### src/rtl/synth_pkg.sv
package synth_pkg;
  typedef enum logic [1:0] {
    CP_NORMAL   = 2'b00,
    CP_FORCE_DN = 2'b01,
    CP_FORCE_UP = 2'b10,
    CP_FLOAT    = 2'b11
  } cp_mode_e;
endpackage

### src/rtl/synth_ref_div.sv
module synth_ref_div #(
  parameter int R_LO = 6,
  parameter int R_HI = 8
) (
  input  logic clk,
  input  logic rst,
  input  logic tick,
  input  logic sel,
  output logic fb
);
  localparam int CW = $clog2(R_HI);
  logic [CW-1:0] cnt;
  logic [CW-1:0] last;

  assign last = sel ? CW'(R_HI - 1) : CW'(R_LO - 1);

  always_ff @(posedge clk) begin
    if (rst) begin
      cnt <= '0;
      fb  <= 1'b0;
    end else begin
      fb <= 1'b0;
      if (tick) begin
        if (cnt >= last) begin
          cnt <= '0;
          fb  <= 1'b1;
        end else begin
          cnt <= cnt + 1'b1;
        end
      end
    end
  end
endmodule

### src/rtl/synth_lo_div.sv
module synth_lo_div #(
  parameter int PRESC_N = 32,
  parameter int M_LO    = 32,
  parameter int M_HI    = 34,
  parameter int A_W     = 5
) (
  input  logic           clk,
  input  logic           rst,
  input  logic           tick,
  input  logic           m_sel,
  input  logic [A_W-1:0] a_val,
  output logic           fb
);
  localparam int PW = $clog2(PRESC_N + 1);
  localparam int MW = $clog2(M_HI);

  logic [PW-1:0]  pres;
  logic [MW-1:0]  prog;
  logic [MW-1:0]  m_last;
  logic [A_W-1:0] swal;
  logic [PW-1:0]  pres_last;
  logic           pres_wrap;
  logic           term;
  logic [MW-1:0]  m_new;

  assign m_new     = m_sel ? MW'(M_HI - 1) : MW'(M_LO - 1);
  assign pres_last = (swal != '0) ? PW'(PRESC_N) : PW'(PRESC_N - 1);
  assign pres_wrap = tick && (pres == pres_last);
  assign term      = pres_wrap && (prog == m_last);

  always_ff @(posedge clk) begin
    if (rst) begin
      pres   <= '0;
      prog   <= '0;
      swal   <= a_val;
      m_last <= m_new;
      fb     <= 1'b0;
    end else begin
      fb <= term;
      if (tick) begin
        if (pres_wrap) begin
          pres <= '0;
          if (term) begin
            prog   <= '0;
            swal   <= a_val;
            m_last <= m_new;
          end else begin
            prog <= prog + 1'b1;
            if (swal != '0) swal <= swal - 1'b1;
          end
        end else begin
          pres <= pres + 1'b1;
        end
      end
    end
  end
endmodule

### src/rtl/synth_pfd.sv
module synth_pfd
  import synth_pkg::*;
(
  input  logic       clk,
  input  logic       rst,
  input  logic       ref_fb,
  input  logic       lo_fb,
  input  logic       mod_req,
  input  logic [1:0] cpc,
  output logic       pfd_up,
  output logic       pfd_dn,
  output logic       cp_up,
  output logic       cp_dn,
  output logic       cp_hiz
);
  logic nxt_up, nxt_dn, hold;

  assign nxt_up = pfd_up | ref_fb;
  assign nxt_dn = pfd_dn | lo_fb;

  always_ff @(posedge clk) begin
    if (rst) begin
      pfd_up <= 1'b0;
      pfd_dn <= 1'b0;
      hold   <= 1'b0;
    end else begin
      if (nxt_up && nxt_dn) begin
        pfd_up <= 1'b0;
        pfd_dn <= 1'b0;
      end else begin
        pfd_up <= nxt_up;
        pfd_dn <= nxt_dn;
      end
      if (!mod_req)                   hold <= 1'b0;
      else if (!pfd_up && !pfd_dn)    hold <= 1'b1;
    end
  end

  // Override codes bypass the clock on purpose.
  always_comb begin
    cp_up = 1'b0;
    cp_dn = 1'b0;
    unique case (cp_mode_e'(cpc))
      CP_NORMAL: begin
        cp_up = pfd_up & ~hold;
        cp_dn = pfd_dn & ~hold;
      end
      CP_FORCE_DN: cp_dn = 1'b1;
      CP_FORCE_UP: cp_up = 1'b1;
      CP_FLOAT:    ;
      default:     ;
    endcase
    cp_hiz = ~(cp_up | cp_dn);
  end
endmodule

### src/rtl/synth_lock_det.sv
module synth_lock_det #(
  parameter int LOCK_CYCLES = 256,
  parameter int THR_W       = 8
) (
  input  logic             clk,
  input  logic             rst,
  input  logic             ref_fb,
  input  logic             up,
  input  logic             dn,
  input  logic [THR_W-1:0] thr,
  output logic             lock
);
  localparam int LW = (LOCK_CYCLES > 1) ? $clog2(LOCK_CYCLES) : 1;
  localparam logic [LW-1:0]    LAST = LW'(LOCK_CYCLES - 1);
  localparam logic [THR_W-1:0] WMAX = {THR_W{1'b1}};

  logic [THR_W-1:0] wu, wd, pu, pd, wu_n, wd_n, pu_n, pd_n;
  logic [LW-1:0]    run;
  logic             cyc_ok;

  always_comb begin
    wu_n   = up ? ((wu == WMAX) ? wu : wu + 1'b1) : '0;
    wd_n   = dn ? ((wd == WMAX) ? wd : wd + 1'b1) : '0;
    pu_n   = (wu_n > pu) ? wu_n : pu;
    pd_n   = (wd_n > pd) ? wd_n : pd;
    cyc_ok = (pu_n < thr) && (pd_n < thr);
  end

  always_ff @(posedge clk) begin
    if (rst) begin
      wu <= '0; wd <= '0; pu <= '0; pd <= '0;
      run <= '0;
      lock <= 1'b0;
    end else begin
      wu <= wu_n;
      wd <= wd_n;
      if (ref_fb) begin
        pu <= wu_n;
        pd <= wd_n;
        if (cyc_ok) begin
          if (run == LAST) lock <= 1'b1;
          else             run  <= run + 1'b1;
        end else begin
          run  <= '0;
          lock <= 1'b0;
        end
      end else begin
        pu <= pu_n;
        pd <= pd_n;
      end
    end
  end
endmodule

### src/rtl/synth_core.sv
module synth_core #(
  parameter int PRESC_N     = 32,
  parameter int M_LO        = 32,
  parameter int M_HI        = 34,
  parameter int R_LO        = 6,
  parameter int R_HI        = 8,
  parameter int A_W         = 5,
  parameter int THR_W       = 8,
  parameter int LOCK_CYCLES = 256
) (
  input  logic             clk,
  input  logic             rst,
  input  logic             ref_tick,
  input  logic             lo_tick,
  input  logic             cfg_ref_sel,
  input  logic             cfg_m_sel,
  input  logic [A_W-1:0]   cfg_a,
  input  logic [1:0]       cfg_cpc,
  input  logic             mod_req,
  input  logic [THR_W-1:0] lock_thr,
  input  logic             syn_on,
  input  logic             rx_on,
  input  logic             tx_on,
  input  logic             rx_data,
  output logic             ref_div_out,
  output logic             lo_div_out,
  output logic             cp_up,
  output logic             cp_dn,
  output logic             cp_hiz,
  output logic             lock,
  output logic             drx
);
  logic ref_fb, lo_fb, pfd_up, pfd_dn;

  synth_ref_div #(.R_LO(R_LO), .R_HI(R_HI)) u_ref (
    .clk(clk), .rst(rst), .tick(ref_tick), .sel(cfg_ref_sel), .fb(ref_fb));

  synth_lo_div #(.PRESC_N(PRESC_N), .M_LO(M_LO), .M_HI(M_HI), .A_W(A_W)) u_lo (
    .clk(clk), .rst(rst), .tick(lo_tick), .m_sel(cfg_m_sel), .a_val(cfg_a), .fb(lo_fb));

  synth_pfd u_pfd (
    .clk(clk), .rst(rst), .ref_fb(ref_fb), .lo_fb(lo_fb), .mod_req(mod_req),
    .cpc(cfg_cpc), .pfd_up(pfd_up), .pfd_dn(pfd_dn),
    .cp_up(cp_up), .cp_dn(cp_dn), .cp_hiz(cp_hiz));

  synth_lock_det #(.LOCK_CYCLES(LOCK_CYCLES), .THR_W(THR_W)) u_lock (
    .clk(clk), .rst(rst), .ref_fb(ref_fb), .up(pfd_up), .dn(pfd_dn),
    .thr(lock_thr), .lock(lock));

  assign ref_div_out = ref_fb;
  assign lo_div_out  = lo_fb;

  always_ff @(posedge clk) begin
    if (rst) drx <= 1'b0;
    else     drx <= (syn_on && !rx_on && !tx_on) ? lock : rx_data;
  end
endmodule

### config.mk
export PLATFORM = sky130hd
export DESIGN_NAME = synth_core
export DESIGN_NICKNAME = d
export VERILOG_FILES = /design/src/rtl/synth_pkg.sv /design/src/rtl/synth_ref_div.sv /design/src/rtl/synth_lo_div.sv /design/src/rtl/synth_pfd.sv /design/src/rtl/synth_lock_det.sv /design/src/rtl/synth_core.sv
export SDC_FILE = /design/constraint.sdc
export NUM_CORES = 1
export LEC_CHECK = 0
export ABC_AREA = 1
export BUFFER_PORTS_ARGS = -buffer_cell sky130_fd_sc_hd__buf_4
export CORE_MARGIN = 3
export CORE_UTILIZATION = 55
export CTS_CLUSTER_DIAMETER = 40
export DETAILED_ROUTE_END_ITERATION = 6
export PLACE_DENSITY = 0.77
export RECOVER_POWER = 50
export SETUP_SLACK_MARGIN = 0.2
export SYNTH_ARGS = -nofsm -noshare
export SYNTH_HDL_FRONTEND = slang
export SYNTH_HIERARCHICAL = 1
export SYNTH_SLANG_ARGS = --single-unit
### constraint.sdc
create_clock -name clk -period 4.1 [get_ports clk]
set_clock_uncertainty 0.1 [all_clocks]
set_input_delay 0.205 -clock clk [delete_from_list [all_inputs] [get_ports clk]]
set_output_delay 0.205 -clock clk [all_outputs]
set_load 0.05 [all_outputs]
Word level (Yosys, flattened, before mapping)

Index checks and enable logic that the tools add are counted.
W data, S select, Z words.

Register bits after elaboration: 73
Input bits: 26
Output and inout port bits: 7

Magnitude comparators: 5
Bitwise operators: 9
Eq/ne operators: 9
Add/sub/neg operators: 7
Reduce and logical (&&, ||, !) cells: 25
Muxes and demuxes: 31

Operator list:

| kind                  | count |
|---|---|
| $mux W8               | 10 |
| $mux W6               | 8 |
| $mux W5               | 5 |
| $add A8 B1 Y8 const B | 3 |
| $eq A8 B8 Y1 const B  | 3 |
| $gt A8 B8 Y1          | 2 |
| $lt A8 B8 Y1          | 2 |
| $add A6 B1 Y6 const B | 2 |
| $eq A6 B6 Y1          | 2 |
| $logic_and A1 B1 Y1   | 7 |
| $reduce_and A2 Y1     | 3 |
| $reduce_and A3 Y1     | 2 |
| $reduce_bool A2 Y1    | 3 |
| $reduce_or A2 Y1      | 3 |
| $reduce_bool A5 Y1    | 1 |
| $sub A5 B1 Y5 const B | 1 |
| $logic_not A1 Y1      | 4 |
| $mux W1               | 4 |
| $ne A2 B2 Y1 const B  | 2 |
| $not A1 Y1            | 4 |
| $pmux W1 S2           | 2 |
| $add A3 B1 Y3 const B | 1 |
| $ge A3 B3 Y1          | 1 |
| $mux W3               | 1 |
| other kinds (7)       | 10 |

Logic depth before layout (Yosys ltp)

Gate-level depths: netlist (run 1).

Depth after elaboration: 9
Mapped depth: 32
Depth with buffers taken out: 31

Hierarchy

The synthesis (run 1) kept the hierarchy.

Modules (own cells, without submodules):

| module         | cells each | area each (µm²) | times used | sequential area each (µm²) |
|---|---|---|---|---|
| synth_lock_det | 445        | 2922.8          | 1          | 820.8 |
| synth_lo_div   | 147        | 1203.7          | 1          | 470.5 |
| synth_ref_div  | 32         | 215.2           | 1          | 80.1 |
| synth_pfd      | 30         | 166.4           | 1          | 60.1 |
| synth_core     | 10         | 60.1            | 1          | 20.0 |

Worst setup path after synthesis (run 1)

Ideal clock, no wire load.

Path kind: register to register
Start point: register u_lock.wu[0]
End point: register u_lock.run[1]
Cell stages (with the launch flop): 27
Buffers on the path: 1
Slack: 239 ps
Required time: 3932 ps
Period minus slack after synthesis: 3861 ps
Arrival time: 3693 ps
Path through: dfxtp_1 -> ha_1 -> nand2_2 -> nor2_4 -> nand2_4 -> inv_1 -> nor2_1 -> nor3_1 -> ha_1 -> nand2_1 -> nand2_1 -> nand2_1 -> nand2_1 -> nand2_1 -> nand2_1 -> nand2_1 -> inv_1 -> clkbuf_1 -> o21ai_0 -> ha_1 -> a21oi_1 -> nand2_1 -> a2111oi_2 -> nand3_4 -> nor2_2 -> nand2_1 -> a21oi_2

Word-level cells in the longest chain between the ends: 9
Elaborated cells on any way between the ends: 11
Classes of those cells: 1 x add/sub; 2 x order compare; 2 x eq/ne; 4 x mux; 2 x reduce/logical

RTL lines:

| element                                              | line                 | RTL |
|---|---|---|
| from (decl)                                          | synth_lock_det.sv:17 | `logic [THR_W-1:0] wu, wd, pu, pd, wu_n, wd_n, pu_n, pd_n;` |
| from (signal assigned)                               | synth_lock_det.sv:35 | `wu <= wu_n;` |
| $add A8 B1 Y8 / $eq A8 B8 Y1 (equally long branches) | synth_lock_det.sv:22 | `wu_n = up ? ((wu == WMAX) ? wu : wu + 1'b1) : '0;` |
| $mux W8 (*) (2 in series)                            | synth_lock_det.sv:22 |  |
| named net u_lock.wu_n[1]                             | synth_lock_det.sv:17 |  |
| $gt A8 B8 Y1                                         | synth_lock_det.sv:24 | `pu_n = (wu_n > pu) ? wu_n : pu;` |
| $mux W8 (*)                                          | synth_lock_det.sv:24 |  |
| $lt A8 B8 Y1 (*)                                     | synth_lock_det.sv:26 | `cyc_ok = (pu_n < thr) && (pd_n < thr);` |
| $logic_and A1 B1 Y1 (*)                              | synth_lock_det.sv:26 |  |
| $ne A2 B2 Y1 (no source line)                        | --                   |  |
| $reduce_and A2 Y1 (no source line)                   | --                   |  |
| to (signal assigned)                                 | synth_lock_det.sv:42 | `else run <= run + 1'b1;` |
| to (decl)                                            | synth_lock_det.sv:18 | `logic [LW-1:0] run;` |

The timed path passes the listed nets; every way through them passes the cells marked *.
A chain may end at the register's enable or synchronous reset.

Final worst setup path (run 1)

Start point: register u_lock.wu[0]
End point: register u_lock.run[5]

Same word-level chain as after synthesis.

==> impl_metrics.toml, run 1 <==
[die]
core_region_area_mm2 = 0.00789
rows = 32
die_w_um = 97.1
pin_count = 33
die-area_mm2 = 0.00944
initial_utilization_pct = 57.9
die_h_um = 97.1

[clock_network]
clock-root-buffer = "clkbuf_8"
worstSkewPairLatency_ns = 0.34
cts_sinks = 69
cts_tree = "built"
htreeDepth = 3
cts_buffers = 9
path_clk_slew_ns = 0.08
clockBufferDepth = 2

[yosys]
syn_nets = 729
yosys_warnings = 6
syn-cell-area_mm2 = 0.00457
synth.top_cell.area_share_pct = 27.2
ys_seq_area_share_pct = 31.8
synthTopCellsByArea = "dfxtp_1, ha_1, nand2_1, inv_1, nor2_1"
ys_ff_latch = 69
yosysTopAreaCell = "dfxtp_1"
syn_avg_cell_area_um2 = 6.88
synthCells = 664
ys_types = 40

[route]
wl_per_cell_um = 13.7
vias_per_cell = 5.25
totalWireLength_um = 11600
drtIter0Drc = 181
drtAntennaViolNets = 0
drt_pass1_iterations = 5
vias = 4435
drc = 0

[run]
maxCapViolCount = 1

[setup_path]
worstPathMaxFanout = 8
worstPathRequired_ns = 4.23
critPathLaunchType = "flop"
cp.arrival_ns = 4.09
critPathKind = "flop to flop"
end_kind = "flop"

[pwr]
vdd_drop_max_v = 0.000169
p_per_area_mw_per_mm2 = 236
p_leak_nw = 2.77

[sta]
fmax_mhz = 253
setup_viol = 0
worst_pin_slew_ns = 2.21
slew_headroom_pct = -47.2
final_max_slew_viol_count = 46
rsz0062_at_grt = "yes"
layout_worst_path_cycle_share_pct = 96.5
finalHoldViolations = 0
fin_crit_ns = 3.96
tns_ns = 0

[placement]
gp_congestion = 0.821
place_hpwl_um = 7200
portBuffers = 32
post-place-cells = 798
placed_cell_area_mm2 = 0.00496

[min_path]
hold_class = "primary input to flop"

[global_routing]
grt_first_pass_wirelength_um = 17200
grt.total_usage_pct = 21.6
grt_start_max_net_pins = 46
grt_pass1_vias = 4131
grt_overflow_total = 0
antenna_found_initial = 0

[finish]
fin_cells = 844
nets = 802
syn_to_final_growth_pct = 28.4
postLayoutCellArea_mm2 = 0.00586
layout-drive-gt1-share_pct = 29.4
antennaDiodeCount = 0

[outcome]
status = "finished with violations"
violations = "capacitance limit, slew limit"
[routing by layer]
layer / global-route usage (%) / share of wire (%)
met3: 3.02 / 4.5
met5: 0 / 0
met4: 11.3 / 2.0
met2: 37.0 / 51
met1: 26.3 / 43
[cell families (layout without fill, tap and decap cells)]
kind of cell	after synthesis	after routing	synth area share, %
and+or+nand+nor	315	315	32.0
buffers and inverters	144	222	12.2
AOI/OAI and AO/OA	80	80	10.1
DFF	69	69	31.8
adders and majority gates	39	39	10.7
xor gates and xnor gates	17	17	3.26
[repair_timing]
action                                  4_1_cts  5_1_grt
cloned                                        0        1
resized for setup                            31      110
setup buffers                                 8       19
endpoints found under the setup margin        9        9
hold buffers                                  2        0
pin swaps                                    11       43
endpoints found under the hold margin         2        0
[per-stage QoR]
| step | hold WS (ns) | setup WS, ns | utilization [%] | power, mW |
|---|---|---|---|---|
| final | 0.0302 | 0.142 | 74.3 | 1.38 |
| after global placement | 0.294 | -0.0369 | 62.9 | 0.844 |
| after global routing | 0.0268 | -0.0442 | 74.3 | 1.44 |
| after CTS | 0.0117 | 0.187 | 67.3 | 1.39 |
| after floorplan | 0.204 | 0.239 | - | 0.808 |
| after detailed placement | 0.296 | -0.177 | 62.9 | 0.851 |
[final cells by class]
type                            instances  area [um2]
Tap cell                              102         128
Fill cell                             584        2020
Timing Repair inverter                  1        6.26
Timing Repair Buffer                   72         534
Sequential cell                        69        1470
Clock buffer                           10         128
Clock inverter                          6        53.8
Multi-Input combinational cell        451        3030
Inverter                              133         514
[sequential cells by signal, summed over array words and instances, names as in the netlist, 5 cells and up]
| register | flops |
|---|---|
| u_lock/pd | 8 |
| u_lo/prog | 6 |
| u_lo/swal | 5 |
| u_lock/pu | 8 |
| u_lock/run | 8 |
| u_lock/wd | 8 |
| u_lock/wu | 8 |
| u_lo/pres | 6 |
[layout by cell type, fill, tap and decap left out, types with 3 or more instances in the layout]
cell	count
a211oi_1	4
a21oi_1	25
a21oi_2	7
a31oi_1	4
buf_4	62
clkbuf_1	6
clkbuf_8	9
clkinv_2	4
dfxtp_1	55
dfxtp_4	5
edfxtp_1	7
ha_1	29
ha_4	8
inv_1	117
inv_2	11
inv_4	4
nand2_1	116
nand2_2	20
nand2_4	13
nand3_1	22
nand3_2	12
nand3b_1	3
nand4_1	6
nor2_1	72
nor2_2	16
nor2_4	10
nor3_1	5
nor3_2	6
nor3_4	3
o21ai_0	20
o21ai_1	6
o21ai_2	6
o21ai_4	3
xnor2_1	6
xor2_1	11
[worst paths after layout]
check,start,end,slack [ns],depth (start not counted)
max,u_lock/wu[0],u_lock/run[5],0.14,27
min,cfg_a[1],u_lo/swal[1],0.03,3
max reg2reg,u_lock/wu[0],u_lock/run[5],0.14,27
min reg2reg,u_ref/cnt[2],u_ref/fb,0.40,2
[critical path, stage by stage, from the launching register on]
cell and delay (ns):
dfxtp_4 0.40, ha_4 0.16, nand2_4 0.05, nor2_4 0.18, nand2_4 0.14, inv_4 0.11, nor3_4 0.04, nor2_2 0.13
ha_1 0.28, nand2_2 0.08, inv_2 0.04, nand2_1 0.07, nand2_1 0.06, nand2_1 0.07, nand2_2 0.07, nand2_4 0.13
inv_8 0.07, o21ai_4 0.15, ha_4 0.22, a21oi_2 0.12, nand2_2 0.09, a2111oi_4 0.34, buf_4 0.18, nand3_4 0.14
nand2_4 0.16, nand3_2 0.10, nand2_2 0.08, nor2_1 0.05
[synthesized netlist by cell type]
cell type    n
nor2_2       8
a21oi_1     30
nor2_4       2
nor4_1       2
dfxtp_1     62
inv_1      128
nand4_1      6
nand2_1    130
nand3_1     30
nand3b_1     3
inv_2        3
nand2_8      1
a31oi_1      4
clkbuf_1     8
o21ai_1      2
a21o_1       1
nor2_1      88
o32ai_1      1
edfxtp_1     7
a211oi_1     4
ha_1        39
nor2_8       1
or2_2        2
clkinv_1     2
xor2_1      11
o21a_1       1
nand2_2     15
nor3b_1      1
a2111oi_2    1
and3_1       2
o21ai_0     29
nand2_4      4
o21ai_2      4
buf_6        2
nand3_4      1
a21oi_2      3
buf_2        1
nand3_2      5
nor3_1      14
xnor2_1      6
[power breakdown]
part           switching [mW]  total (mW)  internal (mW)
registers              0.0104       0.702          0.692
clock network           0.258       0.533          0.275
logic                  0.0877       0.149         0.0612
total                   0.356        1.38           1.03
Power figures use the tool's default switching activity.
==> inputs of run 2 (changes only) <==
- CORE_UTILIZATION: 55 -> 30
- CTS_CLUSTER_SIZE: default -> 24
- PLACE_DENSITY: 0.77 -> default
==> impl_metrics.toml, run 2 (same netlist as run 1, synthesis figures left out) <==
[route]
wl_per_cell_um = 10.9
drt_pass1_iterations = 4
totalWireLength_um = 10000
drc = 0
vias = 4054
vias_per_cell = 4.40
drtIter0Drc = 185
drtAntennaViolNets = 0

[setup_path]
max_stage_delay_ns = 0.37
end_kind = "flop"
slowest_stage = "dfxtp_4"
cp-startpoint = "u_lock/wd[0]"
cp.arrival_ns = 4.01
critPathLaunchType = "flop"
critPathKind = "flop to flop"
cpMostUsedCell = "nand2_2"
reg2reg_slack_ns = 0.22
rr_endpoint = "u_lock/run[5]"
reg2regPathDepth = 26
endpoint = "u_lock/run[5]"
worstPathMaxFanout = 7
worstPathRequired_ns = 4.23
reg2reg_from = "u_lock/wd[0]"

[clock_network]
cts_sinks = 69
cts_buffers = 9
clock-root-buffer = "clkbuf_16"
path_clk_slew_ns = 0.06
worstSkewPairLatency_ns = 0.34
clockBufferDepth = 2
cts_tree = "built"
htreeDepth = 3

[global_routing]
grt_start_max_net_pins = 46
grt_overflow_total = 0
grt_pass1_vias = 3765
grt_first_pass_wirelength_um = 17100
grt.total_usage_pct = 12.7
antenna_found_initial = 0

[finish]
syn_to_final_growth_pct = 28.9
layout-drive-gt1-share_pct = 26.1
nets = 797
layout_commonest_cell = "inv_1"
antennaDiodeCount = 0
postLayoutCellArea_mm2 = 0.00589
fin_cells = 921
fin_util_pct = 40.1
final_cell_mix = "inv_1, nand2_1, nor2_1"

[die]
core_region_area_mm2 = 0.0147
rows = 44
initial_utilization_pct = 31.1
die_h_um = 129
die_w_um = 129
pin_count = 33
die-area_mm2 = 0.0167

[sta]
setup_viol = 0
fmax_mhz = 258
layout_worst_path_cycle_share_pct = 94.7
rsz0062_at_grt = "yes"
slew_headroom_pct = -44.9
worst_hold_slack_ns = 0.0342
finalHoldViolations = 0
worst_pin_slew_ns = 2.17
fin_crit_ns = 3.88
final_max_slew_viol_count = 46

[min_path]
hold_class = "primary input to flop"

[pwr]
vdd_drop_max_v = 0.000315
power.total_mw = 1.75
p_leak_nw = 2.74
p_per_area_mw_per_mm2 = 297

[run]
maxCapViolCount = 1

[placement]
portBuffers = 32
post-place-cells = 883
placed_cell_area_mm2 = 0.00509
gp_congestion = 0.826
place_hpwl_um = 7080

[outcome]
status = "finished with violations"
violations = "capacitance limit, slew limit"
[run 2: cell types whose count changed in the layout (fill, tap and decap cells not counted), sizes merged]
cell,before,now
clkinvlp,0,2
clkinv,6,2
bufinv,1,3
buf,64,58
clkbuf,16,18
inv,133,132
[run 2: per-layer routing]
metal	vias up	track usage (%)	routed length [um]
met5	-	0	0
met4	0	3.40	49
met3	4	4.25	405
met2	50	19.8	4540
met1	1784	16.9	5010
li1	2216	-	-
[run 2: how the worst min path moves through the flow]
stage                   start  cells after the start  slack (ns)             end
floorplan           cfg_m_sel                      0        0.20  u_lo/m_last[5]
global placement    cfg_m_sel                      1        0.29  u_lo/m_last[5]
detailed placement  cfg_m_sel                      1        0.29  u_lo/m_last[5]
CTS                  cfg_a[0]                      3        0.01    u_lo/swal[0]
global route         cfg_a[1]                      3        0.03    u_lo/swal[1]
finish               cfg_a[0]                      3        0.03    u_lo/swal[0]
[run 2: timing repair]
| item | 4_1_cts | 5_1_grt |
|---|---|---|
| pin swaps | 4 | 23 |
| buffers inserted | 13 | 7 |
| hold endpoints to repair | 3 | 0 |
| hold buffers | 2 | 0 |
| resized for setup | 23 | 75 |
| endpoints found under the setup margin | 9 | 9 |
[run 2: layout make-up]
cell class | instances | area [um2]
well taps | 184 | 230
fillers | 1496 | 8810
multi-input cells | 451 | 2830
inverters | 133 | 507
repair buffers | 68 | 497
clock buffers | 10 | 239
clock inverters | 6 | 110
flip-flops and latches | 69 | 1470
[run 2: critical path, delay by kind of cell, from the launching register on]
kind,cells,cell delay [ns]
buffers and inverters,5,0.52
adders and majority gates,2,0.59
and+or+nand+nor,15,1.49
AOI/OAI and AO/OA,4,0.68
DFF,1,0.37
[run 2: stage by stage]
stage / setup WS [ns] / setup TNS [ns]
3_3_place_gp: 0.0211 / 0
4_1_cts: 0.201 / 0
5_1_grt: -0.0139 / -0.0139
3_5_place_dp: -0.0486 / -0.163
2_1_floorplan: 0.239 / 0
6_report: 0.218 / 0
[run 2: power by group]
part	switching [mW]	internal [mW]	leakage (nW)
Sequential	0.0101	0.693	0.575
Combinational	0.0784	0.0538	2.00
Clock	0.305	0.609	0.165
